--- config.mk ---
export PLATFORM = sky130hd
export DESIGN_NAME = perf_monitor_top
export DESIGN_NICKNAME = d
export VERILOG_FILES = /design/src/rtl/perfmon_pkg.sv /design/src/rtl/pm_ctrl_reg.sv /design/src/rtl/pm_event_tap.sv /design/src/rtl/pm_counter.sv /design/src/rtl/perf_monitor_top.sv
export SDC_FILE = /design/constraint.sdc
export NUM_CORES = 1
export LEC_CHECK = 0
export BUFFER_PORTS_ARGS = -buffer_cell sky130_fd_sc_hd__buf_2
export CORE_MARGIN = 2
export CORE_UTILIZATION = 40
export DETAILED_ROUTE_END_ITERATION = 6
export PLACE_DENSITY = 0.75
export SETUP_SLACK_MARGIN = 0.5
export SLEW_MARGIN = 30
export SYNTH_ARGS = -nofsm -noshare
export SYNTH_HDL_FRONTEND = slang
export SYNTH_SLANG_ARGS = --single-unit
--- constraint.sdc ---
create_clock -name clk -period 3.05 [get_ports clk]
set_input_delay 0.305 -clock clk [delete_from_list [all_inputs] [get_ports clk]]
set_output_delay 0.305 -clock clk [all_outputs]
set_load 0.02 [all_outputs]
--- src/rtl/perfmon_pkg.sv ---
package perfmon_pkg;

    localparam int CNT_W  = 32;
    localparam int DATA_W = 32;
    localparam int SEL_W  = 8;
    localparam int N_CNT  = 2;
    localparam int ADDR_W = 4;
    localparam int SPAN   = 1 << SEL_W;

    localparam logic [ADDR_W-1:0] ADDR_CTRL = 4'h0;
    localparam logic [ADDR_W-1:0] ADDR_CNT0 = 4'h4;
    localparam logic [ADDR_W-1:0] ADDR_CNT1 = 4'h8;

    // Per-counter field group; the event code sits in the low bits.
    typedef struct packed {
        logic [1:0]       priv;   // [0] supervisor allowed, [1] user allowed
        logic             occ;    // 1 = count rising edges, 0 = count high cycles
        logic [SEL_W-1:0] sel;    // index into the event vector
    } cnt_cfg_t;

    localparam int CFG_W = $bits(cnt_cfg_t);

    // Control word: master enable at bit 0, counter groups above it, chain on top.
    typedef struct packed {
        logic                  chain;
        cnt_cfg_t [N_CNT-1:0]  c;
        logic                  enable;
    } ctrl_t;

    localparam int CTRL_W = $bits(ctrl_t);

    typedef enum logic [1:0] {
        REG_CTRL,
        REG_CNT0,
        REG_CNT1,
        REG_NONE
    } reg_sel_e;

    function automatic reg_sel_e decode_addr(logic [ADDR_W-1:0] a);
        case (a)
            ADDR_CTRL: return REG_CTRL;
            ADDR_CNT0: return REG_CNT0;
            ADDR_CNT1: return REG_CNT1;
            default:   return REG_NONE;
        endcase
    endfunction

    function automatic logic [ADDR_W-1:0] counter_addr(int idx);
        return ADDR_W'(ADDR_CNT0 + 4 * idx);
    endfunction

    function automatic logic priv_allowed(logic [1:0] priv, logic sup);
        return sup ? priv[0] : priv[1];
    endfunction

endpackage

--- src/rtl/pm_ctrl_reg.sv ---
module pm_ctrl_reg
    import perfmon_pkg::*;
(
    input  logic              clk,
    input  logic              rst,
    input  logic              wr_en,
    input  logic [CTRL_W-1:0] wdata,
    output ctrl_t             ctrl
);

    always_ff @(posedge clk) begin
        if (rst)
            ctrl <= '0;
        else if (wr_en)
            ctrl <= ctrl_t'(wdata);
    end

endmodule

--- src/rtl/pm_event_tap.sv ---
module pm_event_tap
    import perfmon_pkg::*;
#(
    parameter int NUM_EVT = SPAN
) (
    input  logic               clk,
    input  logic               rst,
    input  logic [NUM_EVT-1:0] ev_in,
    input  cnt_cfg_t           cfg,
    input  logic               glob_en,
    input  logic               priv_sup,
    output logic               hit
);

    logic [SPAN-1:0] ev_pad;
    logic            cur;
    logic            prev_q;
    logic            level;

    always_comb begin
        ev_pad                = '0;
        ev_pad[NUM_EVT-1:0]   = ev_in;
    end

    assign cur = ev_pad[cfg.sel];

    // Remembers the selected line at the previous edge for edge detection.
    always_ff @(posedge clk) begin
        if (rst)
            prev_q <= 1'b0;
        else
            prev_q <= cur;
    end

    assign level = cfg.occ ? (cur & ~prev_q) : cur;
    assign hit   = glob_en & priv_allowed(cfg.priv, priv_sup) & level;

endmodule

--- src/rtl/pm_counter.sv ---
module pm_counter #(
    parameter int W = 32
) (
    input  logic         clk,
    input  logic         rst,
    input  logic         wr_en,
    input  logic [W-1:0] wdata,
    input  logic         inc,
    output logic [W-1:0] cnt
);

    always_ff @(posedge clk) begin
        if (rst)
            cnt <= '0;
        else if (wr_en)
            cnt <= wdata;
        else if (inc)
            cnt <= cnt + W'(1);
    end

endmodule

--- src/rtl/perf_monitor_top.sv ---
module perf_monitor_top
    import perfmon_pkg::*;
#(
    parameter int NUM_EVT = SPAN
) (
    input  logic               clk,
    input  logic               rst,
    input  logic               bus_wr,
    input  logic [ADDR_W-1:0]  bus_addr,
    input  logic [DATA_W-1:0]  bus_wdata,
    output logic [DATA_W-1:0]  bus_rdata,
    input  logic [NUM_EVT-1:0] ev_in,
    input  logic               priv_sup
);

    ctrl_t            ctrl_q;
    logic [CNT_W-1:0] cnt_q [N_CNT];
    logic [N_CNT-1:0] hit;
    logic [N_CNT-1:0] inc;
    logic [N_CNT-1:0] wr_cnt;
    logic [N_CNT-1:0] carry;
    logic             wr_ctrl;

    assign wr_ctrl = bus_wr && (bus_addr == ADDR_CTRL);

    pm_ctrl_reg u_ctrl (
        .clk   (clk),
        .rst   (rst),
        .wr_en (wr_ctrl),
        .wdata (bus_wdata[CTRL_W-1:0]),
        .ctrl  (ctrl_q)
    );

    for (genvar i = 0; i < N_CNT; i++) begin : g_cnt
        assign wr_cnt[i] = bus_wr && (bus_addr == counter_addr(i));

        pm_event_tap #(.NUM_EVT(NUM_EVT)) u_tap (
            .clk      (clk),
            .rst      (rst),
            .ev_in    (ev_in),
            .cfg      (ctrl_q.c[i]),
            .glob_en  (ctrl_q.enable),
            .priv_sup (priv_sup),
            .hit      (hit[i])
        );

        if (i == 0) begin : g_base
            assign inc[i] = hit[i];
        end else begin : g_link
            assign inc[i] = ctrl_q.chain ? carry[i-1] : hit[i];
        end

        // Wrap of this counter, offered to the next one in chain mode.
        if (i < N_CNT - 1) begin : g_carry
            assign carry[i] = inc[i] & ~wr_cnt[i] & (&cnt_q[i]);
        end else begin : g_top
            assign carry[i] = 1'b0;
        end

        pm_counter #(.W(CNT_W)) u_cnt (
            .clk   (clk),
            .rst   (rst),
            .wr_en (wr_cnt[i]),
            .wdata (bus_wdata[CNT_W-1:0]),
            .inc   (inc[i]),
            .cnt   (cnt_q[i])
        );
    end

    always_comb begin
        case (decode_addr(bus_addr))
            REG_CTRL: bus_rdata = DATA_W'(ctrl_q);
            REG_CNT0: bus_rdata = DATA_W'(cnt_q[0]);
            REG_CNT1: bus_rdata = DATA_W'(cnt_q[1]);
            default:  bus_rdata = '0;
        endcase
    end

endmodule

# Word-level counts from Yosys, hierarchy flattened
# Index checks and enable logic that the tools add are counted.
dict set report totals {
  register_bits 90
  input_bits 296
  out_inout_bits 32
  elab_cells 54
}
dict set report classes {
  add_sub_neg 2
  n_lt_le_gt_ge 2
  eq_ne 4
  n_mux 15
  bitwise_logic 11
  reduce_logical 8
}
# op n
set ops {}
lappend ops {{two-way mux 32 bit} 4}
lappend ops {{one-hot mux 32 bit (3 select lines)} 1}
lappend ops {{adder 32 x 1 -> 32 bit (second input constant)} 2}
lappend ops {{AND reduction 32 bit} 1}
lappend ops {{< comparator 8 x 9 -> 1 bit (second input constant)} 2}
lappend ops {{binary-select mux 1 bit (select 8 bit)} 2}
lappend ops {{bitwise AND 1 bit} 8}
lappend ops {{two-way mux 1 bit} 7}
lappend ops {{one-hot mux 2 bit (3 select lines)} 1}
lappend ops {{equality test 4 x 3 -> 1 bit (second input constant)} 1}
lappend ops {{equality test 4 bit (second input constant)} 1}
lappend ops {{zero test 4 bit} 1}
lappend ops {{nonzero test 2 bit} 2}
lappend ops {{logical AND 1 bit} 3}
lappend ops {{inverter 1 bit} 3}
lappend ops {{equality test 2 x 1 -> 1 bit (second input constant)} 1}
lappend ops {{equality test 2 bit (second input constant)} 1}
lappend ops {{zero test 2 bit} 1}

# Longest topological paths before layout
dict set report logic_depth {
  word_depth 10
  mapped_depth 15
  depth_no_buf 9
}

# Cells and area by module
# A second synthesis with hierarchy kept.
dict set report hier_totals {
  cells_unflattened 1047
  hier_area_um2 10050.9
}
# module n_inst cells_per_inst area_per_inst_um2 seq_area_each_um2
set modules_own_cells {}
lappend modules_own_cells {pm_event_tap 2 202 2349.8 20.0}
lappend modules_own_cells {pm_counter 2 241 1924.3 640.6}
lappend modules_own_cells {pm_ctrl_reg 1 77 869.6 480.5}
lappend modules_own_cells {perf_monitor_top 1 84 633.1 0.0}

# Least setup slack after synthesis
# Ideal clock, no wire load.
dict set report synth_timing {
  path_type {register to register}
  from {register u_ctrl.ctrl[12] in the netlist's numbering}
  to {register g_cnt[1].u_cnt.cnt[6]}
  setup_ns 0.091
  arrival_ns 2.862
  required_time_ns 2.959
  slack_ns 0.098
  path_stages_with_launch 14
  n_path_buf 4
  period_less_slack_ns 2.952
  cell_sequence {dfxtp_1 buf_4 buf_8 mux4_2 mux2_2 nand2_1 a21oi_1 or4_4 nand4_2 buf_6 a21oi_4 buf_6 a21bo_1 a311oi_1}
}
dict set report synth_via {
  elab_chain_cells 7
}
# element line_no
set synth_rtl {}
lappend synth_rtl {{start, declared} pm_ctrl_reg.sv:8} ;# output ctrl_t ctrl
lappend synth_rtl {{start signal, assigned} pm_ctrl_reg.sv:15} ;# ctrl <= ctrl_t'(wdata);
lappend synth_rtl {{binary-select mux 1 bit (select 8 bit) (*)} pm_event_tap.sv:25} ;# assign cur = ev_pad[cfg.sel];
lappend synth_rtl {{two-way mux 1 bit (not written as such) (*)} pm_event_tap.sv:25}
lappend synth_rtl {{bitwise AND 1 bit} pm_event_tap.sv:35} ;# assign level = cfg.occ ? (cur & ~prev_q) : cur;
lappend synth_rtl {{two-way mux 1 bit (*)} pm_event_tap.sv:35}
lappend synth_rtl {{bitwise AND 1 bit (*)} pm_event_tap.sv:36} ;# assign hit = glob_en & priv_allowed(cfg.priv, priv_sup) & level;
lappend synth_rtl {{two-way mux 1 bit (*)} perf_monitor_top.sv:50} ;# assign inc[i] = ctrl_q.chain ? carry[i-1] : hit[i];
lappend synth_rtl {{nonzero test 2 bit (no source line) (*)} -}
lappend synth_rtl {{end signal, assigned} pm_counter.sv:16} ;# cnt <= wdata;
lappend synth_rtl {{end signal, assigned} pm_counter.sv:18} ;# cnt <= cnt + W'(1);
lappend synth_rtl {{end, declared} pm_counter.sv:9} ;# output logic [W-1:0] cnt
# Every way passes the cells marked *; elsewhere a longest branch is shown, timed or not. The select of a mux whose other input is x is not followed.
# A chain may end at the register's enable or synchronous reset.

# Worst setup path in the final report
dict set report layout_timing {
  from {register u_ctrl.ctrl[1] in the netlist's numbering}
  to {register g_cnt[0].u_cnt.cnt[8]}
}
dict set report layout_via {
  elab_chain_cells 6
}
# element line_no
set layout_rtl {}
lappend layout_rtl {{binary-select mux 1 bit (select 8 bit) (*)} pm_event_tap.sv:25}
lappend layout_rtl {{two-way mux 1 bit (not written as such) (*)} pm_event_tap.sv:25}
lappend layout_rtl {{bitwise AND 1 bit} pm_event_tap.sv:35}
lappend layout_rtl {{two-way mux 1 bit (*)} pm_event_tap.sv:35}
lappend layout_rtl {{bitwise AND 1 bit (*)} pm_event_tap.sv:36}
lappend layout_rtl {{nonzero test 2 bit (no source line) (*)} -}
lappend layout_rtl {{end signal, assigned} pm_counter.sv:16}
lappend layout_rtl {{end signal, assigned} pm_counter.sv:18}
lappend layout_rtl {{end, declared} pm_counter.sv:9}
# Marks and branches as above.

==> summary.txt <==
Clocking
  – Clock latency on the worst-skew pair: 360 ps
  – CTS tree: built
  – Root Driver: clkbuf_16
  – H-tree depth: 3
  – Total CTS buffers: 9
  – Clock Sinks: 90
  – Clk buf depth: 2
  – Cts hold-fix bufs: 0
  – Worst-path clk slew: 70 ps

Pwr
  – Leakage: 5.53 nW
  – PwrDens: 224 nW/µm²
  – VDD IR max: 226 µV

Placement
  – DP HPWL: 33800 µm
  – Input/output buffers: 327
  – RD Place Congestion: 1.00
  – Worst slack, placed: -357 ps

Synthesis
  – Area leader, netlist: mux4_2
  – Post-synthesis register bit count: 90
  – Post-synth EDFFs: 0
  – Unique masters post-synth: 73
  – Top-area cell type share of the netlist area: 28.8%
  – Post-Syn Nets: 1326
  – Part of the Yosys area used for sequential elements: 18.4%
  – Yosys warnings: 0
  – Mapped Area: 9770 µm²
  – Synth Instances: 1028
  – Asr flop ratio synth: 0%
  – Largest cells by area after synthesis: mux4_2, dfxtp_1, nand2_1
  – Main synth FF type: dfxtp_1
  – Mean Syn Cell Area: 9.51 µm²

Timing
  – Fmax: 0.312 GHz
  – RSZ-0062 raised after global routing: true
  – Fin worst setup slack: -157 ps
  – Period utilization: 105%
  – Fin Hold WS: 212 ps
  – Slew headroom: 47.5%
  – Clock skew: 8.27 ps
  – Pins Over Slew Limit: 0
  – Final min period: 3210 ps
  – Worst Max-Slew Pin Slew: 785 ps
  – Setup violations, final: 54
  – Hold Vio Cnt, Final: 0

Routing
  – DRC: 0
  – Final ANT Viol Nets: 0
  – Iteration-0 DRC count of the detailed router: 1741
  – Vias: 11726
  – DR pass1 iterations: 6
  – Final wirelength: 45400 µm
  – Avg WL per Cell: 25.3 µm
  – Vias per inst: 6.54

Worst setup path
  – Worst-path maximum fanout: 8
  – Worst path required time: 3300 ps
  – CP endpoint kind: flop
  – Worst EP arrival: 3460 ps
  – WS Path Type: reg2reg
  – Crit start category: flop

Cells and area
  – Fin util: 58.4%
  – Area delta synth->final: 44.6%
  – Fraction of layout cells with a size suffix above 1: 53.3%
  – Final #Nets: 1757

Floorplan
  – DIE HEIGHT: 160 µm
  – Die width: 160 µm
  – Row count: 57
  – Core outline area: 24200 µm²
  – # IOs: 328
  – Starting Density: 40.4%
  – Die ar.: 25700 µm²

GRT
  – Gr usage total: 32.6%
  – Number of antenna violations at the first check in global routing: 4
  – Largest net degree at the start of global routing: 87
  – First-pass GRT wire length: 65100 µm
  – Gr ovfl total: 0
  – Number of global-route vias before repair: 11343

Status
  – Violations in the final reports: negative setup slack
  – Outcome: finished with violations

Worst hold path
  – Hold Path Class: in2reg

Run
  – Max-cap violations: 0
## synthesized netlist by cell type, types with 6 or more instances
library cell,count
nor3_1,13
nand3_1,34
dfxtp_1,90
buf_2,15
nor2_1,89
a311oi_1,15
o31a_1,10
buf_4,13
and2_1,8
a211oi_1,44
and4_1,9
buf_6,11
mux4_2,125
nor2b_1,10
nand2_1,100
a21oi_1,44
a222oi_1,24
and3_1,31
mux2_2,12
inv_1,52
a22o_1,8
nand4_1,12
a31oi_1,10
nor4_1,16
o21ai_0,7
a2111oi_2,6
xnor2_1,30
clkbuf_1,50
mux2i_1,36
a22oi_1,11
## cells in the final DEF (no fill, tap or decap), drive strengths merged, types with 7 or more instances in the layout
cell | Yosys | layout
buf | 49 | 515
mux4 | 125 | 125
nand2 | 101 | 101
dfxtp | 90 | 90
nor2 | 89 | 89
inv | 53 | 54
a211oi | 46 | 46
a21oi | 45 | 45
mux2i | 36 | 36
nand3 | 34 | 34
and3 | 31 | 31
xnor2 | 30 | 30
a222oi | 24 | 24
nor4 | 21 | 21
a311oi | 15 | 15
nand4 | 13 | 14
nor3 | 13 | 13
mux2 | 13 | 13
clkbuf | 50 | 12
a22oi | 12 | 12
o31a | 10 | 10
nor2b | 10 | 10
a31oi | 10 | 10
and4 | 9 | 9
and2 | 9 | 9
a22o | 8 | 8
a2111oi | 8 | 8
o21ai | 7 | 7
## state kept, by name, summed over array words and instances, names as in the netlist
signal              flops
g_cnt.u_cnt.cnt        64
g_cnt.u_tap.prev_q      2
u_ctrl.ctrl            24
## final cells by class
cell class / count / area (µm²)
clock buffers: 9 / 225
clock inverters: 7 / 45.0
repair buffers: 518 / 3590
well taps: 324 / 405
diodes: 4 / 10.0
flip-flops and latches: 90 / 1820
inverters: 53 / 199
fillers: 1997 / 10000
multi-input cells: 787 / 7840
## logic make-up after synthesis
kind of cell               after synthesis  synth area share [%]
and+or+nand+nor                        351                  18.0
AOI/OAI and AO/OA                      227                  18.3
muxes                                  174                  34.0
buffers and inverters                  152                  8.12
DFF                                     90                  18.4
xor gates and xnor gates                32                  2.87
adders and majority gates                2                 0.256
## path summary, 6_finish.rpt
check	from	to	slack (ps)	depth (start not counted)
worst max-delay path	u_ctrl.ctrl[1]	g_cnt[0].u_cnt.cnt[8]	-160	14
worst min-delay path	bus_wdata[22]	u_ctrl.ctrl[22]	210	3
worst max register to register	u_ctrl.ctrl[1]	g_cnt[0].u_cnt.cnt[8]	-160	14
worst min register to register	u_ctrl.ctrl[20]	u_ctrl.ctrl[20]	480	2
## metrics by stage
step | TNS, ps | power (W) | cells | cell area, µm²
after global routing | -10810 | 0.00325 | 1792 | 14100
after detailed placement | -11530 | 0.00203 | 1703 | 12600
after CTS | -695 | 0.00310 | 1751 | 13400
after floorplan | 0 | 0.00163 | 1028 | 10100
after global placement | -6500 | 0.00202 | 1703 | 12600
final | -4560 | 0.00317 | 1792 | 14100
## routing by layer
layer	up-vias	GRT usage [%]	share of wire [%]
met3	155	6.07	11
met5	-	0	0
li1	4935	-	-
met4	0	13.6	4.7
met2	982	54.0	48
met1	5654	42.2	36
## power by group
part           switching [W]  internal [W]
Combinational       0.000422      0.000441
Sequential         0.0000434       0.00120
Clock               0.000507      0.000549
## critical path, cell delays in order (launching register included)
cell	delay [ps]
dfxtp_4	390
buf_12	150
clkbuf_16	150
buf_6	110
mux4_2	350
nand3_2	60
a311o_1	360
a41oi_4	270
buf_4	150
buf_6	100
nand2_8	80
buf_6	130
nor4_4	350
a21oi_1	130
o31a_1	290
## repair_timing
| item | 4_1_cts | 5_1_grt |
|---|---|---|
| gates cloned | 3 | 4 |
| setup buffers | 29 | 33 |
| pin swaps | 25 | 44 |
| resized for setup | 53 | 76 |
| endpoints found under the setup margin | 65 | 66 |
No activity file was read; power rests on OpenSTA's default activity.
